### src/rtl/sup_rst_pkg.sv
package sup_rst_pkg;
  typedef enum logic [1:0] {
    WD_LONG  = 2'b00,
    WD_MID   = 2'b01,
    WD_SHORT = 2'b10,
    WD_OFF   = 2'b11
  } wd_sel_e;

  function automatic int unsigned max3(int unsigned a, int unsigned b, int unsigned c);
    int unsigned m;
    m = (a > b) ? a : b;
    return (m > c) ? m : c;
  endfunction
endpackage

### src/rtl/sup_sync.sv
module sup_sync #(
  parameter int unsigned W = 1
) (
  input  logic         clk_i,
  input  logic         rst_ni,
  input  logic [W-1:0] d_i,
  output logic [W-1:0] q_o
);
  logic [W-1:0] s1_q, s2_q;

  always_ff @(posedge clk_i or negedge rst_ni) begin
    if (!rst_ni) begin
      s1_q <= '0;
      s2_q <= '0;
    end else begin
      s1_q <= d_i;
      s2_q <= s1_q;
    end
  end

  assign q_o = s2_q;
endmodule

### src/rtl/sup_kick_qual.sv
module sup_kick_qual #(
  parameter int unsigned MIN_CYC = 20
) (
  input  logic clk_i,
  input  logic rst_ni,
  input  logic lvl_i,
  output logic pulse_o
);
  localparam int unsigned CW = $clog2(MIN_CYC + 1);
  localparam logic [CW-1:0] SAT = CW'(MIN_CYC);

  logic [CW-1:0] wid_q;
  logic          lvl_q;

  always_ff @(posedge clk_i or negedge rst_ni) begin
    if (!rst_ni) begin
      wid_q <= '0;
      lvl_q <= 1'b0;
    end else begin
      lvl_q <= lvl_i;
      if (lvl_i) begin
        if (wid_q != SAT) wid_q <= wid_q + 1'b1;
      end else begin
        wid_q <= '0;
      end
    end
  end

  // accept on falling edge once the high time reached the minimum
  assign pulse_o = lvl_q & ~lvl_i & (wid_q == SAT);
endmodule

### src/rtl/sup_wd_timer.sv
module sup_wd_timer
  import sup_rst_pkg::*;
#(
  parameter int unsigned P00 = 1400,
  parameter int unsigned P01 = 600,
  parameter int unsigned P10 = 200,
  parameter int unsigned CW  = 11
) (
  input  logic          clk_i,
  input  logic          rst_ni,
  input  logic          tick_i,
  input  logic          hold_i,
  input  logic          kick_i,
  input  logic [1:0]    sel_i,
  output logic          expire_o,
  output logic [CW-1:0] cnt_o
);
  logic [CW-1:0] cnt_q, lim;
  logic [1:0]    sel_q;
  logic          restart;

  always_comb begin
    case (wd_sel_e'(sel_i))
      WD_LONG:  lim = CW'(P00 - 1);
      WD_MID:   lim = CW'(P01 - 1);
      WD_SHORT: lim = CW'(P10 - 1);
      default:  lim = '0;
    endcase
  end

  assign restart  = hold_i | kick_i | (sel_i != sel_q) | (sel_i == WD_OFF);
  assign expire_o = ~restart & tick_i & (cnt_q >= lim);

  always_ff @(posedge clk_i or negedge rst_ni) begin
    if (!rst_ni) begin
      cnt_q <= '0;
      sel_q <= WD_OFF;
    end else begin
      sel_q <= sel_i;
      if (restart || expire_o) cnt_q <= '0;
      else if (tick_i)         cnt_q <= cnt_q + 1'b1;
    end
  end

  assign cnt_o = cnt_q;
endmodule

### src/rtl/sup_rst_stretch.sv
module sup_rst_stretch #(
  parameter int unsigned RST_TICKS = 200
) (
  input  logic clk_i,
  input  logic rst_ni,
  input  logic tick_i,
  input  logic trig_i,
  output logic active_o
);
  localparam int unsigned CW = $clog2(RST_TICKS + 1);
  localparam logic [CW-1:0] LOAD = CW'(RST_TICKS);

  logic [CW-1:0] cnt_q;

  // power-on loads the full stretch; any trigger reloads it
  always_ff @(posedge clk_i or negedge rst_ni) begin
    if (!rst_ni)                   cnt_q <= LOAD;
    else if (trig_i)               cnt_q <= LOAD;
    else if (tick_i && cnt_q != 0) cnt_q <= cnt_q - 1'b1;
  end

  assign active_o = (cnt_q != '0);
endmodule

### src/rtl/sup_rst_gen.sv
module sup_rst_gen #(
  parameter int unsigned RST_TICKS    = 200,
  parameter int unsigned WD_TICKS_00  = 1400,
  parameter int unsigned WD_TICKS_01  = 600,
  parameter int unsigned WD_TICKS_10  = 200,
  parameter int unsigned KICK_MIN_CYC = 20
) (
  input  logic       clk_i,
  input  logic       rst_ni,
  input  logic       tick_i,
  input  logic       supply_low_i,
  input  logic       kick_i,
  input  logic [1:0] wd_sel_i,
  output logic       rst_o,
  output logic       rst_no
);
  localparam int unsigned WD_MAX = sup_rst_pkg::max3(WD_TICKS_00, WD_TICKS_01, WD_TICKS_10);
  localparam int unsigned WD_W   = $clog2(WD_MAX + 1);

  logic            sup_low_s, kick_s, kick_ok, wd_exp, rst_act;
  logic [WD_W-1:0] wd_cnt;

  sup_sync #(.W(2)) u_sync (
    .clk_i (clk_i),
    .rst_ni(rst_ni),
    .d_i   ({supply_low_i, kick_i}),
    .q_o   ({sup_low_s, kick_s})
  );

  sup_kick_qual #(.MIN_CYC(KICK_MIN_CYC)) u_kick (
    .clk_i  (clk_i),
    .rst_ni (rst_ni),
    .lvl_i  (kick_s),
    .pulse_o(kick_ok)
  );

  sup_wd_timer #(
    .P00(WD_TICKS_00), .P01(WD_TICKS_01), .P10(WD_TICKS_10), .CW(WD_W)
  ) u_wd (
    .clk_i   (clk_i),
    .rst_ni  (rst_ni),
    .tick_i  (tick_i),
    .hold_i  (rst_act),
    .kick_i  (kick_ok),
    .sel_i   (wd_sel_i),
    .expire_o(wd_exp),
    .cnt_o   (wd_cnt)
  );

  sup_rst_stretch #(.RST_TICKS(RST_TICKS)) u_str (
    .clk_i   (clk_i),
    .rst_ni  (rst_ni),
    .tick_i  (tick_i),
    .trig_i  (sup_low_s | wd_exp),
    .active_o(rst_act)
  );

  assign rst_o  = rst_act;
  assign rst_no = ~rst_act;
endmodule

### config.mk
export PLATFORM = sky130hd
export DESIGN_NAME = sup_rst_gen
export DESIGN_NICKNAME = d
export VERILOG_FILES = /design/src/rtl/sup_rst_pkg.sv /design/src/rtl/sup_sync.sv /design/src/rtl/sup_kick_qual.sv /design/src/rtl/sup_wd_timer.sv /design/src/rtl/sup_rst_stretch.sv /design/src/rtl/sup_rst_gen.sv
export SDC_FILE = /design/constraint.sdc
export NUM_CORES = 1
export LEC_CHECK = 0
export CORE_MARGIN = 2
export CORE_UTILIZATION = 50
export CTS_CLUSTER_SIZE = 16
export DETAILED_ROUTE_END_ITERATION = 8
export PLACE_DENSITY = 0.68
export REMOVE_ABC_BUFFERS = 1
export SYNTH_ARGS = -nofsm -noshare
export SYNTH_HDL_FRONTEND = slang
export SYNTH_SLANG_ARGS = --single-unit
export TNS_END_PERCENT = 10
### constraint.sdc
create_clock -name clk_i -period 2.69 [get_ports clk_i]
set_input_delay 0.269 -clock clk_i [delete_from_list [all_inputs] [get_ports clk_i]]
set_output_delay 0.269 -clock clk_i [all_outputs]
set_load 0.01 [all_outputs]
==> results of run 1 <==
path summary, 6_finish.rpt:
path / cells after the start / start / slack [ns] / to
setup / recovery: 6 / u_str.cnt_q[0] / 0.14 / rst_no
hold / removal: 0 / u_sync.s1_q[1] / 0.36 / u_sync.q_o[1]
setup reg to reg: 8 / u_wd.cnt_o[0] / 0.43 / u_wd.cnt_o[5]
hold reg to reg: 0 / u_sync.s1_q[1] / 0.36 / u_sync.q_o[1]
max in group asynchronous: 2 / rst_ni / 1.99 / u_wd.sel_q[0]
min in group asynchronous: 2 / rst_ni / 0.38 / u_sync.s1_q[1]
flip-flops by register name, indices dropped and copies added, names as in the netlist:
name / flops
u_wd.cnt_o: 11
u_str.cnt_q: 8
u_kick.wid_q: 5
u_sync.q_o: 2
u_sync.s1_q: 2
u_wd.sel_q: 2
u_kick.lvl_q: 1
final cells by class:
class	count	share of cell area, %
Sequential cell	31	33.5
Clock inverter	2	1.50
Inverter	10	2.14
Multi-Input combinational cell	149	50.0
Tap cell	50	2.68
Timing Repair Buffer	18	6.65
Clock buffer	6	3.54
power breakdown:
part           switching (W)  leakage [nW]  internal, W  total (W)
combinational      0.0000687         0.448    0.0000547   0.000123
sequential         0.0000192         0.399     0.000490   0.000509
clock               0.000177        0.0612     0.000299   0.000476
total               0.000264         0.908     0.000844    0.00111
cell usage in the layout, fill, tap and decap left out, drive strengths merged, types with 8 or more instances in the layout:
cell / n
a21oi: 10
inv: 9
o2111ai: 10
dfrtp: 26
ha: 15
nand2: 19
nor2: 9
buf: 10
nor3: 8
nand3: 9
clkdlybuf4s50: 8
per-layer routing:
metal / wire, um / part of all wire [%] / track usage, %
met2: 2180 / 51 / 36.3
met3: 180 / 4.2 / 2.96
met5: 0 / 0 / 0
met1: 1830 / 43 / 26.7
met4: 62 / 1.5 / 10.0
stage by stage:
stage          hold WS (ns)  std cells  instance area (um2)  power (W)  utilization (%)
2_1_floorplan       -0.0266        190                 2000   0.000588                -
3_3_place_gp          0.335        258                 2210   0.000635             55.8
3_5_place_dp          0.343        258                 2210   0.000641             55.8
4_1_cts               0.360        266                 2330    0.00112             58.7
5_1_grt               0.368        266                 2330    0.00116             58.8
6_report              0.355        266                 2330    0.00111             58.8
cell families after synthesis:
logic type      after synthesis
xor+xnor                      9
buf+inv                      19
fa+ha+maj                    15
compound gates               51
flops                        31
simple gates                 73
mux                           1
worst register-to-register path: cells and delay by family (launching register included):
kind	cells	cell delay [ns]
AO/OA/AOI/OAI	4	1.03
flip-flops	1	0.44
adder cells (fa/ha/maj)	1	0.29
buffers and inverters	2	0.27
AND/OR/NAND/NOR	1	0.14
==> run_results.csv, run 1 <==
group,metric,value,unit
yosys,synth_top_family_by_area,"compound AO/OA/AOI/OAI gates",
run_status,status,"finished clean",
timing,fin_setup_tns,0,ns
floorplanning,rows,23,
yosys,syn_area_per_cell,10.3,um2
yosys,synthAdderAreaFrac,9.16,%
yosys,yosysUniqueCellTypes,50,
final_layout,drive_gt1_share,19.9,%
floorplanning,core_area,3970,um2
clock_network,clk_pin_slew,0.07,ns
clock_network,cts_buffer_depth,2,
clock_network,cts_setup_buffers,0,
detailed_routing,ant_nets,0,
clock_network,cts_tree,"done",
yosys,synthTopCellsByCount,"dfrtp_1, nand2_1, ha_1",
timing,max_slew_margin,65.6,%
setup_path,crit_buf_inv,3,
yosys,synth_edf_count,0,
clock_network,cts_root_buffer,"clkbuf_8",
floorplanning,die_h,68.0,um
final_layout,fillers,360,
detailed_routing,wl,4250,um
final_layout,area.growth.synth_to_final,14.0,%
final_layout,multiInputGateArea,1170,um2
timing,fmax,392,MHz
yosys,seq_area_frac_synth,38.2,%
placement,place_congestion,0.866,
yosys,muxShareOfSynthArea,0.489,%
timing,hold_violations,0,
detailed_routing,via_per_inst,6.03,
yosys,synth_compound_area_share,23.3,%
yosys,yosys_warnings,0,
yosys,synth-main-ff-cell,"dfrtp_1",
clock_network,h-tree-depth,2,
final_layout,seqCellArea,782,um2
yosys,synth_area,2050,um2
worst_hold_path,hold_path_class,"reg -> reg",
global_route,track_usage,21.4,%
power,ir_drop,0.198,mV
placement,dpl_worst_slack,0.0689,ns
setup_path,path_delay_family,"simple AND/OR/NAND/NOR gates",
timing,grt_setup_unrepaired,"false",
power,pwr_density_cell,475,nW/um2
detailed_routing,wl_per_cell,16.0,um
floorplanning,start_util,51.6,%
global_route,grt_max_degree,32,
final_layout,nets,237,
setup_path,cp.arrival,2.28,ns
clock_network,cts-resized-gates,0,
timing,fin_worst_skew,0.00345,ns
final_layout,diodes,0,
clock_network,insertion_delay,0.28,ns
detailed_routing,vias,1604,
clock_network,hold_buffers,0,
placement,port-buffer-count,8,
timing,slew_violations,0,
clock_network,numCtsBuffers,5,
timing,period_needed,2.55,ns
timing,tightest_slew,0.516,ns
timing,setup_viol,0,
setup_path,cp-start-kind,"flip-flop",
floorplanning,ioPinCount,9,
yosys,synth.largest_area_cell,"dfrtp_1",
setup_path,path_max_fanout,5,
detailed_routing,first_iter_violations,65,
yosys,synthSimpleGateAreaFrac,20.1,%
global_route,grt_pass1_vias,1646,
setup_path,crit_slowest_cell,"clkdlybuf4s50_1",
global_route,antenna_found_initial,0,
timing,fin_ws,0.142,ns
floorplanning,dieArea,4620,um2
global_route,grt_pass1_wl,7320,um
global_route,grt.overflow.total,0,
setup_path,critPathKind,"reg -> out",
setup_path,end_kind,"output pin",
flow_run,drv_cap,0,
power,p_leak,0.908,nW
setup_path,crit_required,2.42,ns
yosys,syn_inst,199,
detailed_routing,remaining_drc_errors,0,
yosys,netlist_top_cells_area,"dfrtp_1, ha_1, dfstp_2",
clock_network,numClockSinks,31,
placement,place_hpwl,3010,um
floorplanning,fp.dieW,68.0,um
yosys,ys_async_sr_fraction,100,%
setup_path,critical_path.max_stage_delay,0.53,ns
detailed_routing,drt_pass1_iterations,4,
yosys,synth_top_area_share,31.8,%
timing,min_period_over_period,94.7,%
yosys,synth_xor_xnor_area_share,3.85,%
setup_path,crit_path_cell_trace,"inv_1, ha_1, or3b_2, or2_4, clkinv_8, clkdlybuf4s50_1",
yosys,ys_ff_latch,31,
yosys,synthMostInstantiatedCell,"dfrtp_1",
No activity file was read; power rests on OpenSTA's default activity.
==> inputs of run 2 (changes only) <==
--- a/config.mk
+++ b/config.mk
@@ -9,8 +9,9 @@
 export CORE_UTILIZATION = 50
 export CTS_CLUSTER_SIZE = 16
 export DETAILED_ROUTE_END_ITERATION = 8
-export PLACE_DENSITY = 0.68
+export PLACE_DENSITY = 0.76
 export REMOVE_ABC_BUFFERS = 1
+export SLEW_MARGIN = 30
 export SYNTH_ARGS = -nofsm -noshare
 export SYNTH_HDL_FRONTEND = slang
 export SYNTH_SLANG_ARGS = --single-unit
==> run 2 against run 1 <==
  * Sequential share of layout area grew 0.31 points
  * Largest power group unchanged
  * Critical path type unchanged
  * Critical path depth is the same
  * Die area is the same
  * Clock skew grew 0.00077 ns
  * Critical endpoint unchanged
==> run_results.csv, run 2 (synthesis gave the netlist of run 1 again) <==
group,metric,value,unit
floorplanning,fp.dieW,68.0,um
setup_path,end_kind,"output pin",
global_route,grt.overflow.total,0,
global_route,met2_usage,31.2,%
timing,fmax,395,MHz
global_route,grt_max_degree,32,
timing,grt_setup_unrepaired,"false",
clock_network,cts-resized-gates,0,
timing,tightest_slew,0.495,ns
setup_path,path_max_fanout,5,
timing,max_slew_margin,67.0,%
flow_run,drv_cap,0,
clock_network,h-tree-depth,2,
timing,fin_ws,0.161,ns
timing,hold_violations,0,
final_layout,postLayoutCoreUtil,58.3,%
placement,port-buffer-count,8,
final_layout,largest_reg_flops,11,
final_layout,layout_common_cells,"dfrtp_1, nand2_1, ha_1, o2111ai_1",
clock_network,cts_buffer_depth,2,
timing,fin_setup_tns,0,ns
clock_network,cts_setup_buffers,0,
global_route,met1_usage,27.1,%
run_status,status,"finished clean",
timing,period_needed,2.53,ns
final_layout,nets,236,
global_route,grt_pass1_vias,1480,
global_route,antenna_found_initial,0,
floorplanning,dieArea,4620,um2
final_layout,diodes,0,
power,p_leak,0.898,nW
clock_network,cts_root_buffer,"clkbuf_8",
power,ir_drop,0.280,mV
global_route,grt_pass1_wl,6860,um
setup_path,critPathKind,"reg -> out",
detailed_routing,first_iter_violations,84,
timing,slew_violations,0,
detailed_routing,via_per_inst,5.75,
detailed_routing,remaining_drc_errors,0,
detailed_routing,wl_per_cell,14.1,um
floorplanning,start_util,51.6,%
worst_hold_path,hold_path_class,"reg -> reg",
final_layout,area.growth.synth_to_final,13.0,%
timing,min_period_over_period,94.0,%
timing,setup_viol,0,
timing,fin_worst_skew,0.00422,ns
clock_network,hold_buffers,0,
setup_path,cp-start-kind,"flip-flop",
detailed_routing,vias,1525,
global_route,track_usage,19.9,%
clock_network,numClockSinks,31,
setup_path,cp.arrival,2.26,ns
power,pwr_density_cell,434,nW/um2
final_layout,drive_gt1_share,19.1,%
clock_network,numCtsBuffers,5,
final_layout,final_common_cell,"dfrtp_1",
floorplanning,rows,23,
placement,placed_cells,257,
placement,place_congestion,0.794,
detailed_routing,wl,3730,um
placement,dpl_worst_slack,0.00760,ns
clock_network,clk_pin_slew,0.06,ns
final_layout,final_cells,265,
floorplanning,core_area,3970,um2
floorplanning,ioPinCount,9,
clock_network,insertion_delay,0.28,ns
global_route,top_usage_layer,"met2",
detailed_routing,ant_nets,0,
detailed_routing,drt_pass1_iterations,4,
placement,place_hpwl,2650,um
setup_path,crit_required,2.42,ns
clock_network,cts_tree,"done",
global_route,use_met3,4.93,%
floorplanning,die_h,68.0,um
[run 2: cell types whose count changed in the layout (fill, tap and decap cells not counted), sizes merged]
cell / change
bufinv: -1
buf: -1
clkbuf: +1
[run 2: worst paths after layout]
path	startpoint	end	slack (ns)	depth (start not counted)
max	u_str.cnt_q[0]	rst_no	0.16	6
min in group asynchronous	rst_ni	u_str.cnt_q[4]	0.38	2
min	u_sync.s1_q[1]	u_sync.q_o[1]	0.35	0
max reg2reg	u_wd.cnt_o[0]	u_wd.cnt_o[5]	0.46	8
min reg2reg	u_sync.s1_q[1]	u_sync.q_o[1]	0.35	0
max in group asynchronous	rst_ni	u_str.cnt_q[7]	2.00	2
[run 2: layout make-up]
| type | count | area, um2 |
|---|---|---|
| fill | 328 | 1660 |
| multi-input combinational | 149 | 1170 |
| sequential | 31 | 782 |
| timing repair buffer | 17 | 160 |
| clock buffer | 7 | 86.3 |
| tap | 50 | 62.6 |
| inverter | 10 | 50.0 |
| clock inverter | 1 | 5.00 |
[run 2: worst max-delay path, stage by stage (launching register included)]
cell,delay [ns]
dfrtp_1,0.41
inv_1,0.09
ha_1,0.15
or3b_2,0.45
or2_4,0.29
clkinv_8,0.07
clkdlybuf4s50_1,0.52
[run 2: layer usage]
metal  part of all wire, %  up-vias
met4                   1.3        0
li1                      -      784
met2                    46       14
met5                     0        -
met1                    50      721
met3                   2.3        6
[run 2: stage by stage]
step	area (um2)	hold WS (ns)	total power, W
2_1_floorplan	2000	-0.0266	0.000588
3_3_place_gp	2220	0.333	0.000636
3_5_place_dp	2220	0.337	0.000639
4_1_cts	2310	0.352	0.00102
5_1_grt	2310	0.357	0.00106
6_report	2310	0.349	0.00100
[run 2: power by group]
group	leakage [nW]	total [W]	internal (W)	switching, W
Combinational	0.451	0.000122	0.0000547	0.0000674
Sequential	0.399	0.000509	0.000490	0.0000189
Clock	0.0482	0.000373	0.000206	0.000167
Total	0.898	0.00100	0.000751	0.000254
